File: config.mk
export PLATFORM = sky130hd
export DESIGN_NAME = tail_tag_strip
export DESIGN_NICKNAME = d
export VERILOG_FILES = /design/src/rtl/tail_tag_strip.sv
export SDC_FILE = /design/constraint.sdc
export NUM_CORES = 1
export LEC_CHECK = 0
export ABC_AREA = 1
export BUFFER_PORTS_ARGS = -buffer_cell sky130_fd_sc_hd__buf_2
export CAP_MARGIN = 40
export CELL_PAD_IN_SITES_DETAIL_PLACEMENT = 1
export CELL_PAD_IN_SITES_GLOBAL_PLACEMENT = 1
export CORE_MARGIN = 4
export CORE_UTILIZATION = 33
export DETAILED_ROUTE_END_ITERATION = 7
export HOLD_SLACK_MARGIN = 0.12
export PLACE_DENSITY_LB_ADDON = 0.08
export SYNTH_ARGS = -nofsm -noshare
export SYNTH_HDL_FRONTEND = slang
export SYNTH_SLANG_ARGS = --single-unit
File: constraint.sdc
create_clock -name clk -period 1 [get_ports clk]
set_input_delay 0.1 -clock clk [delete_from_list [all_inputs] [get_ports clk]]
set_output_delay 0.1 -clock clk [all_outputs]
set_load 0.02 [all_outputs]
File: src/rtl/tail_tag_strip.sv
module tail_tag_strip (
  input  logic       clk,
  input  logic       rst_n,
  input  logic       tag_en,
  input  logic       in_valid,
  input  logic       in_sof,
  input  logic       in_eof,
  input  logic [7:0] in_data,
  output logic       out_valid,
  output logic       out_sof,
  output logic       out_eof,
  output logic [7:0] out_data,
  output logic       sb_valid,
  output logic [3:0] sb_mask,
  output logic [1:0] sb_queue,
  output logic       sb_lookup,
  output logic       sb_override,
  input  logic       sb_ack,
  output logic       runt_err,
  output logic       sb_overrun
);
  localparam int PORTS = 4;
  localparam int QW    = 2;

  logic             frm_tag, mode;
  logic             hold_vld, hold_sof;
  logic [7:0]       hold_data;
  logic [PORTS-1:0] d_mask;
  logic [QW-1:0]    d_queue;
  logic             d_lookup, d_override;
  logic             res_vld, sb_free;

  assign mode    = in_sof ? tag_en : frm_tag;
  assign res_vld = in_valid && in_eof && !(mode && in_sof);
  assign sb_free = !sb_valid || sb_ack;

  always_comb begin
    d_mask     = '0;
    d_queue    = '0;
    d_lookup   = 1'b1;
    d_override = 1'b0;
    if (mode && !in_data[7]) begin
      d_queue = in_data[4 +: QW];
      if (in_data[PORTS-1:0] != '0) begin
        d_mask     = in_data[PORTS-1:0];
        d_lookup   = 1'b0;
        d_override = in_data[6];
      end
    end
  end

  always_ff @(posedge clk or negedge rst_n) begin
    if (!rst_n) begin
      frm_tag   <= 1'b0;
      hold_vld  <= 1'b0;
      hold_sof  <= 1'b0;
      hold_data <= '0;
      out_valid <= 1'b0;
      out_sof   <= 1'b0;
      out_eof   <= 1'b0;
      out_data  <= '0;
      runt_err  <= 1'b0;
    end else begin
      out_valid <= 1'b0;
      out_sof   <= 1'b0;
      out_eof   <= 1'b0;
      runt_err  <= 1'b0;
      if (in_valid) begin
        if (in_sof) frm_tag <= tag_en;
        if (!mode) begin
          out_valid <= 1'b1;
          out_sof   <= in_sof;
          out_eof   <= in_eof;
          out_data  <= in_data;
          hold_vld  <= 1'b0;
        end else begin
          if (hold_vld && !in_sof) begin
            out_valid <= 1'b1;
            out_sof   <= hold_sof;
            out_eof   <= in_eof;
            out_data  <= hold_data;
          end
          if (in_sof && in_eof) runt_err <= 1'b1;
          hold_data <= in_data;
          hold_sof  <= in_sof;
          hold_vld  <= !in_eof;
        end
      end
    end
  end

  always_ff @(posedge clk or negedge rst_n) begin
    if (!rst_n) begin
      sb_valid    <= 1'b0;
      sb_mask     <= '0;
      sb_queue    <= '0;
      sb_lookup   <= 1'b0;
      sb_override <= 1'b0;
      sb_overrun  <= 1'b0;
    end else begin
      sb_overrun <= 1'b0;
      if (res_vld && sb_free) begin
        sb_valid    <= 1'b1;
        sb_mask     <= d_mask;
        sb_queue    <= d_queue;
        sb_lookup   <= d_lookup;
        sb_override <= d_override;
      end else begin
        if (res_vld) sb_overrun <= 1'b1;
        if (sb_ack)  sb_valid   <= 1'b0;
      end
    end
  end
endmodule


**Word-level counts from Yosys, hierarchy flattened**

Cells that the tools add are included.

- Register bits after elaboration: 33
- Bits of input ports: 15
- Output and inout port bits: 22

- Reductions and logical operators: 17
- Mux-type cells: 27
- Equality and inequality tests: 1

Operator list:

| kind | number |
|---|---|
| 1-bit 2-to-1 mux | 22 |
| 8-bit 2-to-1 mux | 2 |
| 4-bit 2-to-1 mux | 2 |
| 1-bit logical AND | 7 |
| 1-bit logical NOT | 5 |
| 2-bit AND reduction | 2 |
| 4-bit nonzero test | 1 |
| 2-bit 2-to-1 mux | 1 |
| 2-bit by 1-bit != test with 1-bit output (second input constant) | 1 |
| 2-bit nonzero test | 1 |
| 1-bit logical OR | 1 |

**Logic depth before layout (Yosys ltp)**

Gate-level depths: netlist (run 1).

- Depth in word-level cells: 6
- Gate-level depth with buffers: 8
- Depth with buffers taken out: 7

**Worst setup path before layout (run 1)**

No wires, ideal clock.

- Path kind: register to register
- From: register sb_valid
- To: register sb_mask[0]
- Library setup time: 0.117 ns
- Cell stages (with the launch flop): 7
- Slack: -0.099 ns
- Data arrival time: 0.982 ns
- Data required time: 0.883 ns
- Cell sequence: dfrtp_1 > inv_1 > nor2_1 > nor2_4 > inv_1 > nand2_1 > nand2_1

- Cells in the longest elaborated chain, start to end: 3

RTL lines:

| item | RTL line | RTL |
|---|---|---|
| from (decl) | 13 | `output logic sb_valid,` |
| from (signal assigned) | 94 | `sb_valid <= 1'b0;` |
| from (signal assigned) | 103 | `sb_valid <= 1'b1;` |
| from (signal assigned) | 110 | `if (sb_ack) sb_valid <= 1'b0;` |
| 1-bit logical NOT | 35 | `assign sb_free = !sb_valid \|\| sb_ack;` |
| 1-bit logical OR | 35 |  |
| 1-bit logical AND | 102 | `if (res_vld && sb_free) begin` |
| to (signal assigned) | 104 | `sb_mask <= d_mask;` |
| to (decl) | 14 | `output logic [3:0] sb_mask,` |

Every way passes these cells.
A chain may end at the register's enable or synchronous reset.

**Worst setup path in the final report (run 1)**

- From: register frm_tag
- To: register out_data[3]

- Cells in the longest elaborated chain, start to end: 3

RTL lines:

| item | RTL line | RTL |
|---|---|---|
| from (decl) | 25 | `logic frm_tag, mode;` |
| from (signal assigned) | 69 | `if (in_sof) frm_tag <= tag_en;` |
| 1-bit 2-to-1 mux (*) | n/a |  |
| 2-bit by 1-bit != test with 1-bit output (no source line) | n/a |  |
| 2-bit AND reduction (no source line) | n/a |  |
| to (signal assigned) | 74 | `out_data <= in_data;` |
| to (signal assigned) | 81 | `out_data <= hold_data;` |
| to (decl) | 12 | `output logic [7:0] out_data,` |

Mark *: on every way between the ends. The rest lies on a longest branch, timed or not.

==> results of run 1 <==
[sequential cells by signal, indices dropped and copies added (netlist names), 2 cells and up]
signal	flops
sb_mask	4
hold_data	8
out_data	8
sb_queue	2
[synth_stat cells]
cell type	instances	share of area (%)
buf_2	1	0.36
nand2_1	100	27
a21oi_4	1	1.2
dfrtp_1	33	59
nand3_1	8	2.9
nand2_2	2	0.89
inv_2	1	0.27
buf_6	1	0.80
o21ai_0	5	1.8
inv_1	9	2.4
a21oi_1	1	0.36
nor2_4	2	1.6
nor3_1	1	0.36
nor2_1	6	1.6
[routing by layer]
layer  global-route usage [%]  up-vias  wire length (microns)  share of wire, %
met5                        0        -                      0                 0
met4                     5.53        0                     34              0.92
met3                     3.17        4                    164               4.4
met2                     25.5       29                   1850                50
met1                     19.7      612                   1660                45
li1                         -      655                      -                 -
[logic make-up (layout without fill, tap and decap cells)]
| family | after synthesis | count (layout) |
|---|---|---|
| AND/OR/NAND/NOR | 119 | 120 |
| flip-flops | 33 | 33 |
| buffers and inverters | 12 | 79 |
| AO/OA/AOI/OAI | 7 | 7 |
[power by group through the flow]
stage / sequential, mW / clock (mW) / combinational (mW)
2_1_floorplan: 1.80 / 0 / 0.310
3_3_place_gp: 1.64 / 0 / 0.768
3_5_place_dp: 1.65 / 0 / 0.788
4_1_cts: 1.63 / 1.03 / 0.855
5_1_grt: 1.65 / 1.09 / 0.989
6_report: 1.63 / 0.984 / 0.883
[stage by stage]
| step | cell area [sq um] | setup TNS [ns] |
|---|---|---|
| floorplan | 1410 | 0 |
| global placement | 1740 | -2.06 |
| detailed placement | 1740 | -3.11 |
| CTS | 1960 | -1.04 |
| global route | 2020 | -3.08 |
| finish | 2020 | -0.852 |
[path summary, 6_finish.rpt]
path                                to  cells past startpoint        start  slack, ns
setup / recovery           out_data[3]                      6      frm_tag      -0.07
hold / removal              sb_overrun                      4       sb_ack       0.10
setup reg to reg           out_data[3]                      6      frm_tag      -0.07
hold reg to reg            out_data[1]                      2  out_data[1]       0.47
max in group asynchronous     sb_valid                      3        rst_n       0.49
min in group asynchronous     hold_vld                      3        rst_n       0.31
[tightest hold or removal path: stages]
cell and delay, ns:
buf_2 0.08, nor2_2 0.05, inv_1 0.06, nor2_1 0.04
[final cells by class]
type                       instances  share of cell area (%)
clock buffer                       7                    4.28
sequential                        33                    41.0
timing repair buffer              62                    21.2
inverter                          10                    1.86
tap                               50                    3.10
multi-input combinational        127                    28.6
[what timing repair did]
action / 4_1_cts / 5_1_grt
setup endpoints to repair: 29 / 29
cloned: 1 / 0
resized for setup: 13 / 5
hold endpoints to repair: 50 / 0
setup buffers: 0 / 7
pin swaps: 5 / 7
hold buffers: 9 / 0
==> flow_metrics.env, run 1 <==
export IMPL_final_cells=289
export IMPL_synthToLayoutAreaGrowth_pct=43.6
export IMPL_io_pins=37
export IMPL_end_kind="register"
export IMPL_place_congestion=0.717
export IMPL_drive_gt1_share_pct=32.6
export IMPL_cts_buffer_depth=2
export IMPL_worstSkewPairLatency_ns=0.28
export IMPL_numPortBuffers=36
export IMPL_maxSlewHeadroom_pct=86.4
export IMPL_die_h_microns=73.2
export IMPL_slew_violations=0
export IMPL_synthAdderAreaFrac_pct=0
export IMPL_rows=23
export IMPL_cp_arrival_ns=1.28
export IMPL_max_freq_mhz=937
export IMPL_syn_nets=186
export IMPL_hold_viol_final=0
export IMPL_drc=0
export IMPL_cap_violations=0
export IMPL_syn_area_sq_um=1400
export IMPL_fin_total_pwr_mw=3.50
export IMPL_numCtsBuffers=5
export IMPL_syn_avg_cell_area_sq_um=8.21
export IMPL_synth_mux_area_fraction_pct=0
export IMPL_crit_chain="nand2_1, nand2_4, a21oi_4, buf_4, nand2_1, nand2_1"
export IMPL_yosysWarnings=0
export IMPL_drt_iter0_drc=35
export IMPL_cts_tree="done"
export IMPL_final_cell_mix="nand2_1, buf_2, dfrtp_1"
export IMPL_p_int_mw=2.42
export IMPL_setup_viol=20
export IMPL_critical_path_max_stage_delay_ns=0.39
export IMPL_post_route_min_period_ns=1.07
export IMPL_crit_type="reg2reg"
export IMPL_ys_seq_elements=33
export IMPL_via_per_inst=4.50
export IMPL_yosys_area_share_simple_pct=34.0
export IMPL_fin_ws_ns=-0.0673
export IMPL_powerDensity_nw_per_um2=1730
export IMPL_pwr_share_comb_pct=25.3
export IMPL_start_util_pct=34.6
export IMPL_core_sq_um=4060
export IMPL_clkTransAtPathRegs_ns=0.06
export IMPL_grt_max_degree=34
export IMPL_synth_top_family_by_area="simple AND/OR/NAND/NOR gates"
export IMPL_cpMostUsedCell="nand2_1"
export IMPL_clock_power_share_pct=28.2
export IMPL_whs_ns=0.103
export IMPL_num_antenna_cells=0
export IMPL_area_sequential_sq_um=827
export IMPL_crit_family="flip-flops"
export IMPL_power_leakage_nw=1.15
export IMPL_htreeDepth=2
export IMPL_first_pass_iters=3
export IMPL_grt_usage_pct=15.4
export IMPL_synth_xor_area_share_pct=0
export IMPL_switching_power_mw=1.07
export IMPL_fill_cells=508
export IMPL_grt_pass1_wl_microns=6370
export IMPL_violations="negative setup slack"
export IMPL_routed_wirelength_microns=3710
export IMPL_yosysUniqueCellTypes=14
export IMPL_tightest_slew_ns=0.204
export IMPL_die_area_sq_um=5360
export IMPL_grt_pass1_vias=1375
export IMPL_multi_input_area_sq_um=576
export IMPL_final_util_pct=49.7
export IMPL_worstPathRequired_ns=1.21
export IMPL_ys_seq_area_share_pct=58.8
export IMPL_die_w_microns=73.2
export IMPL_synth_cells=171
export IMPL_synth_compound_area_share_pct=3.30
export IMPL_fin_crit_sh_pct=107
export IMPL_vias=1300
export IMPL_ir_drop_mv=0.853
export IMPL_skew_ns=0.00498
export IMPL_crit_path_max_fanout=5
export IMPL_status="finished, violations left"
export IMPL_final_nets=254
export IMPL_clock_sink_count=33
export IMPL_wl_per_cell_microns=12.8
export IMPL_detailedPlace_worstSlack_ns=-0.175
export IMPL_grt_antenna_before_repair=0
export IMPL_final_common_cell="nand2_1"
export IMPL_pwr_share_seq_pct=46.6
export IMPL_antenna_left=0
export IMPL_worstSetupStartpointType="register"
export IMPL_dp_hpwl_microns=2640
export IMPL_crit_buf_inv=1
export IMPL_slowest_stage="dfrtp_1"
export IMPL_hp_class="in2reg"
export IMPL_overflow=0
export IMPL_netSwitchingFraction_pct=30.7
export IMPL_place_inst=265
export IMPL_rsz0062_at_grt="yes"
export IMPL_cts_root_buf="clkbuf_8"
(Power assumes the default switching activity.)
==> run 2: changes to the inputs <==
PLACE_DENSITY_LB_ADDON = 0.1   (was 0.08)
==> run 2 against run 1 <==
  * The flow still finishes with violations (negative setup slack)
  * Fmax is 1.4% lower
  * Combinational power is 2% lower
  * Sequential share of layout area is 0.13 points lower
  * Count of clock-buffer cells in the layout stayed put
  * Cell count is 1.0% lower
  * Clock power is 30% higher
  * Power is 8.3% higher
  * Sequential cell count stayed put
  * Via count is 1.5% lower
  * Largest cell class unchanged
==> flow_metrics.env, run 2 (synthesis results as in run 1) <==
export IMPL_status="finished, violations left"
export IMPL_violations="negative setup slack"
export IMPL_slowest_stage="dfrtp_1"
export IMPL_slew_violations=0
export IMPL_cp_arrival_ns=1.31
export IMPL_fin_ws_ns=-0.0820
export IMPL_crit_family="simple AND/OR/NAND/NOR gates"
export IMPL_io_pins=37
export IMPL_final_common_cell="nand2_1"
export IMPL_whs_ns=0.0932
export IMPL_first_pass_iters=3
export IMPL_antenna_left=0
export IMPL_end_kind="register"
export IMPL_num_antenna_cells=0
export IMPL_crit_chain="inv_2, nand2_4, nand2_8, nor2_4, buf_4, nand3_2, nand2_1"
export IMPL_core_sq_um=4060
export IMPL_rows=23
export IMPL_grt_usage_pct=15.6
export IMPL_dp_hpwl_microns=2700
export IMPL_multi_input_area_sq_um=578
export IMPL_cts_buffer_depth=2
export IMPL_reg2reg_to="sb_mask[2]"
export IMPL_setup_tns_ns=-1.09
export IMPL_routed_wirelength_microns=3790
export IMPL_drt_iter0_drc=21
export IMPL_worstSkewPairLatency_ns=0.29
export IMPL_fill_cells=502
export IMPL_vias=1281
export IMPL_ff2ff_setup_slack_ns=-0.08
export IMPL_switching_power_mw=1.11
export IMPL_overflow=0
export IMPL_tightest_slew_ns=0.233
export IMPL_reg_top3="hold_data (8), out_data (8), sb_mask (4)"
export IMPL_final_cell_mix="nand2_1, buf_2, dfrtp_1"
export IMPL_numCtsBuffers=5
export IMPL_hold_viol_final=0
export IMPL_grt_max_degree=34
export IMPL_p_int_mw=2.67
export IMPL_crit_path_max_fanout=8
export IMPL_clock_power_share_pct=34.0
export IMPL_cts_tree="done"
export IMPL_die_w_microns=73.2
export IMPL_crit_type="reg2reg"
export IMPL_worstRegToRegCells=7
export IMPL_die_h_microns=73.2
export IMPL_crit_buf_inv=2
export IMPL_hp_class="in2reg"
export IMPL_fin_crit_sh_pct=108
export IMPL_rsz0062_at_grt="yes"
export IMPL_power_leakage_nw=1.14
export IMPL_grt_pass1_vias=1376
export IMPL_drc=0
export IMPL_ir_drop_mv=0.837
export IMPL_numPortBuffers=36
export IMPL_synthToLayoutAreaGrowth_pct=44.0
export IMPL_cap_violations=0
export IMPL_area_sequential_sq_um=827
export IMPL_r2r_start="frm_tag"
export IMPL_worst_path_stages=7
export IMPL_pwr_share_seq_pct=43.2
export IMPL_grt_antenna_before_repair=0
export IMPL_setup_viol=27
export IMPL_netSwitchingFraction_pct=29.4
export IMPL_worstPathRequired_ns=1.23
export IMPL_place_congestion=0.733
export IMPL_clkTransAtPathRegs_ns=0.07
export IMPL_die_area_sq_um=5360
export IMPL_post_route_min_period_ns=1.08
export IMPL_pwr_share_comb_pct=22.9
export IMPL_fin_total_pwr_mw=3.78
export IMPL_maxSlewHeadroom_pct=84.3
export IMPL_powerDensity_nw_per_um2=1870
export IMPL_worstSetupStartpointType="register"
export IMPL_post_dp_cell_area_sq_um=1720
export IMPL_via_per_inst=4.48
export IMPL_final_nets=250
export IMPL_crit_path_start="frm_tag"
export IMPL_cts_hold_buf=11
export IMPL_critPathCapture="sb_mask[2]"
export IMPL_start_util_pct=34.6
export IMPL_finalInstanceArea_sq_um=2020
export IMPL_drive_gt1_share_pct=31.8
export IMPL_cts_root_buf="clkbuf_8"
export IMPL_wl_per_cell_microns=13.2
export IMPL_htreeDepth=2
export IMPL_grt_pass1_wl_microns=6350
export IMPL_max_freq_mhz=924
export IMPL_skew_ns=0.00540
export IMPL_clock_sink_count=33
export IMPL_critical_path_max_stage_delay_ns=0.37
[run 2: changes by cell type in the layout (fill, tap and decap cells not counted), sizes merged]
cell	change
dlygate4sd3	+2
nand2	-1
bufinv	+1
buf	-5
[run 2: per-layer routing]
layer / vias up / track usage, % / share of wire (%)
met5: - / 0 / 0
met4: 0 / 6.76 / 2.1
met3: 8 / 5.23 / 5.6
met2: 31 / 25.9 / 49
met1: 594 / 18.3 / 44
li1: 648 / - / -
[run 2: layout make-up]
type / count / area share (%)
clock buffers: 7 / 4.27
multi-input cells: 126 / 28.6
repair buffers: 59 / 19.8
clock inverters: 1 / 1.49
well taps: 50 / 3.09
inverters: 10 / 1.86
flip-flops and latches: 33 / 40.9
[run 2: worst min-delay path: cells and delay by family]
| kind | cells | cell delay [ns] |
|---|---|---|
| buffers and inverters | 2 | 0.15 |
| and+or+nand+nor | 2 | 0.09 |
[run 2: worst min path at each step]
stage                 from          to  slack, ns  cells after the start
global route        sb_ack  sb_overrun       0.10                      4
global placement     rst_n     out_eof       0.07                      2
finish              sb_ack  sb_overrun       0.09                      4
detailed placement   rst_n    runt_err       0.08                      2
floorplan            rst_n     frm_tag      -0.20                      0
CTS                 sb_ack  sb_overrun       0.09                      4
[run 2: power groups by stage]
stage | Sequential (mW) | Combinational (mW) | Clock [mW]
finish | 1.63 | 0.865 | 1.28
global route | 1.66 | 0.970 | 1.39
CTS | 1.64 | 0.844 | 1.33
detailed placement | 1.65 | 0.786 | 0
global placement | 1.64 | 0.760 | 0
floorplan | 1.80 | 0.310 | 0
[run 2: timing repair]
item	CTS	global route
buffers inserted	0	2
setup endpoints to repair	29	29
endpoints found under the hold margin	53	2
resized for setup	10	7
pin swaps	2	5
[run 2: per-stage QoR]
step | util [%] | std cells | setup WS, ns
finish | 49.8 | 286 | -0.0820
global route | 49.8 | 286 | -0.172
CTS | 48.8 | 284 | -0.0649
detailed placement | 42.5 | 265 | -0.157
global placement | 42.5 | 265 | -0.103
floorplan | - | 171 | 0.00170
